==> config.mk <==
export PLATFORM = sky130hd
export DESIGN_NAME = twoWireMemTarget
export DESIGN_NICKNAME = d
export VERILOG_FILES = /design/src/rtl/twmt_pkg.sv /design/src/rtl/twmt_sync.sv /design/src/rtl/twmt_ctrl.sv /design/src/rtl/twmt_dp.sv /design/src/rtl/twoWireMemTarget.sv
export SDC_FILE = /design/constraint.sdc
export NUM_CORES = 1
export LEC_CHECK = 0
export CAP_MARGIN = 20
export CELL_PAD_IN_SITES_DETAIL_PLACEMENT = 1
export CELL_PAD_IN_SITES_GLOBAL_PLACEMENT = 1
export CORE_ASPECT_RATIO = 0.75
export CORE_MARGIN = 5
export CORE_UTILIZATION = 41
export CTS_CLUSTER_SIZE = 25
export DETAILED_ROUTE_END_ITERATION = 10
export PLACE_DENSITY_LB_ADDON = 0.1
export SLEW_MARGIN = 20
export SYNTH_ARGS = -nofsm -noshare
export SYNTH_HDL_FRONTEND = slang
export SYNTH_HIERARCHICAL = 1
export SYNTH_SLANG_ARGS = --single-unit
==> constraint.sdc <==
create_clock -name clk -period 2.3 [get_ports clk]
set_input_delay 0.46 -clock clk [delete_from_list [all_inputs] [get_ports clk]]
set_output_delay 0.46 -clock clk [all_outputs]
set_load 0.02 [all_outputs]
==> src/rtl/twmt_pkg.sv <==
package twmt_pkg;
  localparam int ADDR_W = 17;
  localparam int BYTE_W = 8;

  typedef enum logic [2:0] {
    ST_IDLE, ST_RX, ST_ACK, ST_TX, ST_RACK
  } busState_e;

  typedef enum logic [1:0] {
    K_DEV, K_HI, K_LO, K_DATA
  } byteKind_e;

  // strobes from control to datapath
  typedef struct packed {
    logic shiftIn;
    logic countBit;
    logic clrBits;
    logic latchDev;
    logic loadHi;
    logic loadAddr;
    logic storeByte;
    logic fetchRd;
    logic incRd;
    logic driveAck;
    logic driveTx;
    logic releaseSda;
    logic commit;
  } dpStrobe_t;
endpackage

==> src/rtl/twmt_sync.sv <==
module twmt_sync #(
  parameter int STAGES = 2
) (
  input  logic clk,
  input  logic rstN,
  input  logic sclIn,
  input  logic sdaIn,
  output logic sclS,
  output logic sdaS,
  output logic sclRise,
  output logic sclFall,
  output logic startEv,
  output logic stopEv
);
  localparam int DEPTH = (STAGES < 2) ? 3 : STAGES + 1;

  logic [DEPTH-1:0] sclPipe, sdaPipe;
  logic sclD, sdaD;

  always_ff @(posedge clk or negedge rstN) begin
    if (!rstN) begin
      sclPipe <= '1;
      sdaPipe <= '1;
    end else begin
      sclPipe <= {sclPipe[DEPTH-2:0], sclIn};
      sdaPipe <= {sdaPipe[DEPTH-2:0], sdaIn};
    end
  end

  assign sclS = sclPipe[DEPTH-2];
  assign sdaS = sdaPipe[DEPTH-2];
  assign sclD = sclPipe[DEPTH-1];
  assign sdaD = sdaPipe[DEPTH-1];

  assign sclRise = sclS & ~sclD;
  assign sclFall = ~sclS & sclD;
  assign startEv = sclS & sclD & sdaD & ~sdaS;
  assign stopEv  = sclS & sclD & ~sdaD & sdaS;
endmodule

==> src/rtl/twmt_ctrl.sv <==
module twmt_ctrl
  import twmt_pkg::*;
(
  input  logic       clk,
  input  logic       rstN,
  input  logic       startEv,
  input  logic       stopEv,
  input  logic       sclRise,
  input  logic       sclFall,
  input  logic       sdaS,
  input  logic [3:0] bitCnt,
  input  logic       devAck,
  input  logic       devRead,
  output dpStrobe_t  st
);
  busState_e state, stateN;
  byteKind_e kind, kindN;
  logic readMode, readModeN;
  logic masterAck, masterAckN;
  logic dataSeen, dataSeenN;

  always_ff @(posedge clk or negedge rstN) begin
    if (!rstN) begin
      state     <= ST_IDLE;
      kind      <= K_DEV;
      readMode  <= 1'b0;
      masterAck <= 1'b0;
      dataSeen  <= 1'b0;
    end else begin
      state     <= stateN;
      kind      <= kindN;
      readMode  <= readModeN;
      masterAck <= masterAckN;
      dataSeen  <= dataSeenN;
    end
  end

  always_comb begin
    st         = '0;
    stateN     = state;
    kindN      = kind;
    readModeN  = readMode;
    masterAckN = masterAck;
    dataSeenN  = dataSeen;
    if (stopEv) begin
      stateN        = ST_IDLE;
      st.releaseSda = 1'b1;
      st.commit     = dataSeen;
      dataSeenN     = 1'b0;
    end else if (startEv) begin
      stateN        = ST_RX;
      kindN         = K_DEV;
      st.clrBits    = 1'b1;
      st.releaseSda = 1'b1;
      dataSeenN     = 1'b0;
      masterAckN    = 1'b0;
    end else begin
      unique case (state)
        ST_RX: begin
          if (sclRise && !bitCnt[3]) begin
            st.shiftIn  = 1'b1;
            st.countBit = 1'b1;
          end else if (sclFall && bitCnt[3]) begin
            st.clrBits = 1'b1;
            unique case (kind)
              K_DEV: begin
                if (devAck) begin
                  stateN      = ST_ACK;
                  st.driveAck = 1'b1;
                  st.latchDev = 1'b1;
                  readModeN   = devRead;
                  st.fetchRd  = devRead;
                end else begin
                  stateN = ST_IDLE;
                end
              end
              K_HI: begin
                stateN      = ST_ACK;
                st.driveAck = 1'b1;
                st.loadHi   = 1'b1;
              end
              K_LO: begin
                stateN      = ST_ACK;
                st.driveAck = 1'b1;
                st.loadAddr = 1'b1;
              end
              default: begin
                stateN       = ST_ACK;
                st.driveAck  = 1'b1;
                st.storeByte = 1'b1;
                dataSeenN    = 1'b1;
              end
            endcase
          end
        end
        ST_ACK: begin
          if (sclFall) begin
            if (readMode) begin
              stateN     = ST_TX;
              st.driveTx = 1'b1;
            end else begin
              stateN        = ST_RX;
              st.releaseSda = 1'b1;
              unique case (kind)
                K_DEV:   kindN = K_HI;
                K_HI:    kindN = K_LO;
                default: kindN = K_DATA;
              endcase
            end
          end
        end
        ST_TX: begin
          if (sclRise) begin
            st.countBit = 1'b1;
          end else if (sclFall) begin
            if (bitCnt[3]) begin
              stateN        = ST_RACK;
              st.releaseSda = 1'b1;
              st.clrBits    = 1'b1;
              st.incRd      = 1'b1;
            end else begin
              st.driveTx = 1'b1;
            end
          end
        end
        ST_RACK: begin
          if (sclRise) begin
            if (!sdaS) begin
              masterAckN = 1'b1;
              st.fetchRd = 1'b1;
            end else begin
              stateN = ST_IDLE;
            end
          end else if (sclFall && masterAck) begin
            stateN     = ST_TX;
            st.driveTx = 1'b1;
            masterAckN = 1'b0;
          end
        end
        default: ;
      endcase
    end
  end
endmodule

==> src/rtl/twmt_dp.sv <==
module twmt_dp
  import twmt_pkg::*;
#(
  parameter int          PAGE_W   = 8,
  parameter logic [4:0]  DEV_CODE = 5'b10100
) (
  input  logic              clk,
  input  logic              rstN,
  input  dpStrobe_t         st,
  input  logic              sdaS,
  input  logic              a1Pin,
  input  logic              wrBusy,
  input  logic [BYTE_W-1:0] memRdData,
  output logic [3:0]        bitCnt,
  output logic              devAck,
  output logic              devRead,
  output logic              sdaDriveLow,
  output logic              wrReq,
  output logic [ADDR_W-1:0] wrAddr,
  output logic [BYTE_W-1:0] wrData,
  output logic              wrCommit,
  output logic              memRdEn,
  output logic [ADDR_W-1:0] memRdAddr
);
  localparam logic [PAGE_W-1:0] PAGE_ONE = PAGE_W'(1);
  localparam logic [ADDR_W-1:0] ADDR_ONE = ADDR_W'(1);

  logic [BYTE_W-1:0] rxShift, hiHold, txByte;
  logic              p0Hold, rdValid;
  logic [ADDR_W-1:0] addrCnt;

  assign devAck  = (rxShift[7:3] == DEV_CODE) && (rxShift[2] == a1Pin) && !wrBusy;
  assign devRead = rxShift[0];

  always_ff @(posedge clk or negedge rstN) begin
    if (!rstN) begin
      rxShift     <= '0;
      hiHold      <= '0;
      txByte      <= '0;
      p0Hold      <= 1'b0;
      rdValid     <= 1'b0;
      addrCnt     <= '0;
      bitCnt      <= '0;
      sdaDriveLow <= 1'b0;
      wrReq       <= 1'b0;
      wrAddr      <= '0;
      wrData      <= '0;
      wrCommit    <= 1'b0;
      memRdEn     <= 1'b0;
      memRdAddr   <= '0;
    end else begin
      if (st.clrBits)       bitCnt <= '0;
      else if (st.countBit) bitCnt <= bitCnt + 4'd1;

      if (st.shiftIn)  rxShift <= {rxShift[BYTE_W-2:0], sdaS};
      if (st.latchDev) p0Hold  <= rxShift[1];
      if (st.loadHi)   hiHold  <= rxShift;

      wrReq <= st.storeByte;
      if (st.storeByte) begin
        wrAddr <= addrCnt;
        wrData <= rxShift;
      end

      if (st.loadAddr)
        addrCnt <= {p0Hold, hiHold, rxShift};
      else if (st.storeByte)
        addrCnt <= {addrCnt[ADDR_W-1:PAGE_W], addrCnt[PAGE_W-1:0] + PAGE_ONE};
      else if (st.incRd)
        addrCnt <= addrCnt + ADDR_ONE;

      memRdEn <= st.fetchRd;
      if (st.fetchRd) memRdAddr <= addrCnt;
      rdValid <= memRdEn;
      if (rdValid) txByte <= memRdData;

      if (st.releaseSda)    sdaDriveLow <= 1'b0;
      else if (st.driveAck) sdaDriveLow <= 1'b1;
      else if (st.driveTx)  sdaDriveLow <= ~txByte[~bitCnt[2:0]];

      wrCommit <= st.commit;
    end
  end
endmodule

==> src/rtl/twoWireMemTarget.sv <==
module twoWireMemTarget
  import twmt_pkg::*;
#(
  parameter int PAGE_W      = 8,
  parameter int SYNC_STAGES = 2
) (
  input  logic              clk,
  input  logic              rstN,
  input  logic              sclIn,
  input  logic              sdaIn,
  input  logic              a1Pin,
  output logic              sdaDriveLow,
  input  logic              wrBusy,
  output logic              wrReq,
  output logic [ADDR_W-1:0] wrAddr,
  output logic [BYTE_W-1:0] wrData,
  output logic              wrCommit,
  output logic              memRdEn,
  output logic [ADDR_W-1:0] memRdAddr,
  input  logic [BYTE_W-1:0] memRdData
);
  logic sclS, sdaS, sclRise, sclFall, startEv, stopEv;
  logic [3:0] bitCnt;
  logic devAck, devRead;
  dpStrobe_t st;

  twmt_sync #(.STAGES(SYNC_STAGES)) u_sync (
    .clk(clk), .rstN(rstN), .sclIn(sclIn), .sdaIn(sdaIn),
    .sclS(sclS), .sdaS(sdaS), .sclRise(sclRise), .sclFall(sclFall),
    .startEv(startEv), .stopEv(stopEv)
  );

  twmt_ctrl u_ctrl (
    .clk(clk), .rstN(rstN), .startEv(startEv), .stopEv(stopEv),
    .sclRise(sclRise), .sclFall(sclFall), .sdaS(sdaS), .bitCnt(bitCnt),
    .devAck(devAck), .devRead(devRead), .st(st)
  );

  twmt_dp #(.PAGE_W(PAGE_W)) u_dp (
    .clk(clk), .rstN(rstN), .st(st), .sdaS(sdaS), .a1Pin(a1Pin),
    .wrBusy(wrBusy), .memRdData(memRdData), .bitCnt(bitCnt),
    .devAck(devAck), .devRead(devRead), .sdaDriveLow(sdaDriveLow),
    .wrReq(wrReq), .wrAddr(wrAddr), .wrData(wrData), .wrCommit(wrCommit),
    .memRdEn(memRdEn), .memRdAddr(memRdAddr)
  );
endmodule

==> out/qor.json <==
{
  "global_routing": {
    "grt_antenna_before_repair": 0,
    "grt_pass1_vias": 3652,
    "first_pass_grt_wire_length_um": 19700,
    "global_route_usage_sum_pct": 17.8,
    "maximum_number_of_pins_on_one_net_before_global_route_repair": 40,
    "overflow": 0
  },
  "drt": {
    "drt_iter0_markers": 214,
    "ant_nets": 0,
    "detail_route.wirelength_um": 12000,
    "detail_route_met3_wl_um": 466,
    "detailedRoute.firstPassIterationCount": 4,
    "drc": 0,
    "wl_met2_um": 5630,
    "wire_per_inst_um": 18.7,
    "routed_via_density": 5.29,
    "count_of_vias_placed_by_the_detailed_router": 3402,
    "highest-signal-layer": "met4",
    "wirelength_met1_um": 5800
  },
  "synthesis": {
    "syn-cell-area_um2": 4780,
    "post_synth_main_area_contributors": "sky130_fd_sc_hd__dfrtp_1 (53%), sky130_fd_sc_hd__mux2_2 (16%), sky130_fd_sc_hd__dfstp_2 (3.3%)",
    "synth_seq_area_share_pct": 56.1,
    "yosysWarningCount": 6,
    "synth_fp_nets": 392,
    "synth_ff_type": "sky130_fd_sc_hd__dfrtp_1",
    "synth_async_sr_flop_share_pct": 100,
    "synth.distinct_cells": 55,
    "synth_enable_flop_cells": 0,
    "synth.avg_cell_area_um2": 12.7,
    "synth_top_cell_by_area": "sky130_fd_sc_hd__dfrtp_1",
    "synthesis.instances": 376,
    "ys_seq_elements": 107,
    "synth_top_area_share_pct": 52.8
  },
  "worst_setup_path": {
    "crit_chain": "and4b_2, nor4_4, and3_4, nand4b_1, buf_6, nor4_4, mux2i_1, nand3_1",
    "type_of_the_worst_setup_path": "flip-flop to flip-flop",
    "regToRegSetupSlack_ns": -0.04,
    "worst_ep_arrival_time_ns": 2.57,
    "path_common_cell": "sky130_fd_sc_hd__nor4_4",
    "critPathRequiredTime_ns": 2.53,
    "setup.worst_path.end_class": "flip-flop",
    "worst-path-max-fanout": 6,
    "worst_r2r_startpoint": "u_sync/sclPipe[1]$_DFF_PN1_",
    "reg2reg_to": "u_dp/addrCnt[15]$_DFFE_PN0P_",
    "critical_path_top_delay_cell": "sky130_fd_sc_hd__dfstp_2",
    "r2r_cells": 8,
    "cpPeakStageDelay_ns": 0.58,
    "critical_path.top_delay_family": "simple AND/OR/NAND/NOR gates",
    "critPathLaunchType": "flip-flop",
    "cp.buffers_inverters": 1
  },
  "final_layout": {
    "drive_gt1_share_pct": 35.3,
    "fillers": 1189,
    "areaGrowthSynthToFinish_pct": 33.2,
    "multiInputGateArea_um2": 2110,
    "seq_area_um2": 2690,
    "layout.cells.most_common": "sky130_fd_sc_hd__dfrtp_1",
    "final_cell_mix": "sky130_fd_sc_hd__dfrtp_1 (101), sky130_fd_sc_hd__clkdlybuf4s50_1 (58), sky130_fd_sc_hd__mux2_2 (56)",
    "antenna_diode_count": 0,
    "fin_nets": 492
  },
  "sta": {
    "rsz0062_at_grt": "yes",
    "max_freq_ghz": 0.428,
    "timing.slew.headroom_pct": 69.5,
    "max_slew.worst_pin.slew_ns": 0.453,
    "finalSetupTns_ns": -0.0714,
    "finalWorstSetupSlack_ns": -0.0390,
    "timing_hold_violations_final": 0,
    "drv_slew": 0,
    "post-route-min-period_ns": 2.34,
    "finClkSkew_ns": 0.00684,
    "post-route-period-util_pct": 102,
    "report.final.setup_viol": 5
  },
  "job": {
    "drv.max_cap_violation_count": 0
  },
  "floorplanning": {
    "initial_utilization_pct": 41.5,
    "design.die.area_um2": 13900,
    "die_y_um": 104,
    "placeableCoreArea_um2": 11500,
    "placementRows": 34,
    "boundaryPins": 60,
    "die_x_um": 135
  },
  "clock_network": {
    "cts_num_sinks": 107,
    "clock_tree_from_tritoncts": "done",
    "hold_buf_cts": 0,
    "numCtsBuffers": 9,
    "cts.reportedPaths.clkPinSlew_ns": 0.07,
    "cts_max_level": 3,
    "cts_root_buf": "sky130_fd_sc_hd__clkbuf_16",
    "clkLatencyLatePin_ns": 0.35,
    "clockBufferDepth": 2
  },
  "status": {
    "status": "finished, violations left",
    "violations": "negative setup slack"
  },
  "placed_design": {
    "place_congestion": 0.824,
    "dp_hpwl_um": 8260,
    "placement.io_buffers": 59
  },
  "power_and_ir_drop": {
    "worst_ir_drop_vdd_v": 0.000346,
    "total_power_density_per_cell_area_nw_per_um2": 657,
    "totalPowerFinal_mw": 4.19,
    "power_leakage_nw": 2.87
  },
  "hold_path": {
    "worst_hold_path_type": "primary input to async pin"
  }
}
-- cell type report --
type                    count  area share [%]
flip-flops and latches    107            42.1
multi-input cells         241            33.0
repair buffers            107            16.0
clock buffers              11            3.97
well taps                 162            3.18
clock inverters             5            1.06
inverters                  10           0.589
-- sequential cells by signal (all words and copies together) (netlist names), 2 cells and up --
register and cells:
u_sync/sdaPipe 3, u_dp/wrAddr 17, u_sync/sclPipe 3, u_ctrl/kind 2
u_dp/bitCnt 4, u_dp/hiHold 8, u_dp/memRdAddr 17, u_dp/addrCnt 17
u_dp/wrData 8, u_dp/txByte 8, u_dp/rxShift 8, u_ctrl/state 3
-- cells in the mapped netlist (7+ instances only) --
cell type,number
sky130_fd_sc_hd__dfrtp_1,101
sky130_fd_sc_hd__nor2b_1,8
sky130_fd_sc_hd__xnor2_1,8
sky130_fd_sc_hd__nor4_1,7
sky130_fd_sc_hd__clkbuf_1,9
sky130_fd_sc_hd__nand2_1,26
sky130_fd_sc_hd__o21ai_1,9
sky130_fd_sc_hd__o21ai_0,9
sky130_fd_sc_hd__inv_1,9
sky130_fd_sc_hd__nor3_1,8
sky130_fd_sc_hd__mux2i_1,7
sky130_fd_sc_hd__mux2_2,68
sky130_fd_sc_hd__xor2_1,7
sky130_fd_sc_hd__nor2_1,14
-- routing by layer --
| metal | up-vias | track usage [%] |
|---|---|---|
| met5 | - | 0 |
| met4 | 0 | 4.07 |
| met3 | 12 | 4.80 |
| met2 | 52 | 27.4 |
| met1 | 1783 | 25.2 |
| li1 | 1555 | - |
-- cells by family after synthesis --
family / synth area share, %
xor+xnor: 2.75
buf+inv: 2.88
mux: 17.9
flops: 56.1
simple gates: 13.2
fa+ha+maj: 0.523
compound gates: 6.59
-- timing repair --
| item | CTS | global route |
|---|---|---|
| setup endpoints to repair | 30 | 41 |
| pin swaps | 2 | 7 |
| resized for setup | 10 | 26 |
| setup buffers | 9 | 5 |
-- how the worst max path moves through the flow --
stage                                      from                      endpoint  slack [ns]  cells after the start
floorplan           u_sync/sdaPipe[2]$_DFF_PN1_    u_dp/wrAddr[0]$_DFFE_PN0P_       -0.04                      7
global placement    u_sync/sclPipe[2]$_DFF_PN1_  u_dp/addrCnt[14]$_DFFE_PN0P_       -0.10                      9
detailed placement  u_sync/sclPipe[2]$_DFF_PN1_  u_dp/addrCnt[15]$_DFFE_PN0P_       -0.20                      8
CTS                 u_sync/sclPipe[2]$_DFF_PN1_  u_dp/addrCnt[15]$_DFFE_PN0P_       -0.05                      8
global route        u_sync/sclPipe[2]$_DFF_PN1_   u_dp/addrCnt[2]$_DFFE_PN0P_       -0.14                      9
finish              u_sync/sclPipe[1]$_DFF_PN1_  u_dp/addrCnt[15]$_DFFE_PN0P_       -0.04                      8
-- metrics by stage --
| step | instances | utilization, % | hold WS, ns | instance area [um2] | setup slack [ns] |
|---|---|---|---|---|---|
| 2_1_floorplan | 376 | - | 0.164 | 4790 | -0.0416 |
| 3_3_place_gp | 613 | 50.3 | 0.346 | 5800 | -0.103 |
| 3_5_place_dp | 613 | 50.3 | 0.352 | 5800 | -0.202 |
| 4_1_cts | 638 | 54.0 | 0.0669 | 6230 | -0.0480 |
| 5_1_grt | 643 | 55.3 | 0.0883 | 6370 | -0.143 |
| 6_report | 643 | 55.3 | 0.0512 | 6370 | -0.0390 |
-- power by group --
part / leakage (nW) / internal, mW / switching [mW]
Clock: 0.159 / 0.922 / 0.728
Sequential: 1.44 / 1.98 / 0.151
Combinational: 1.27 / 0.217 / 0.191
Total: 2.87 / 3.12 / 1.07
Power figures use the tool's default switching activity.
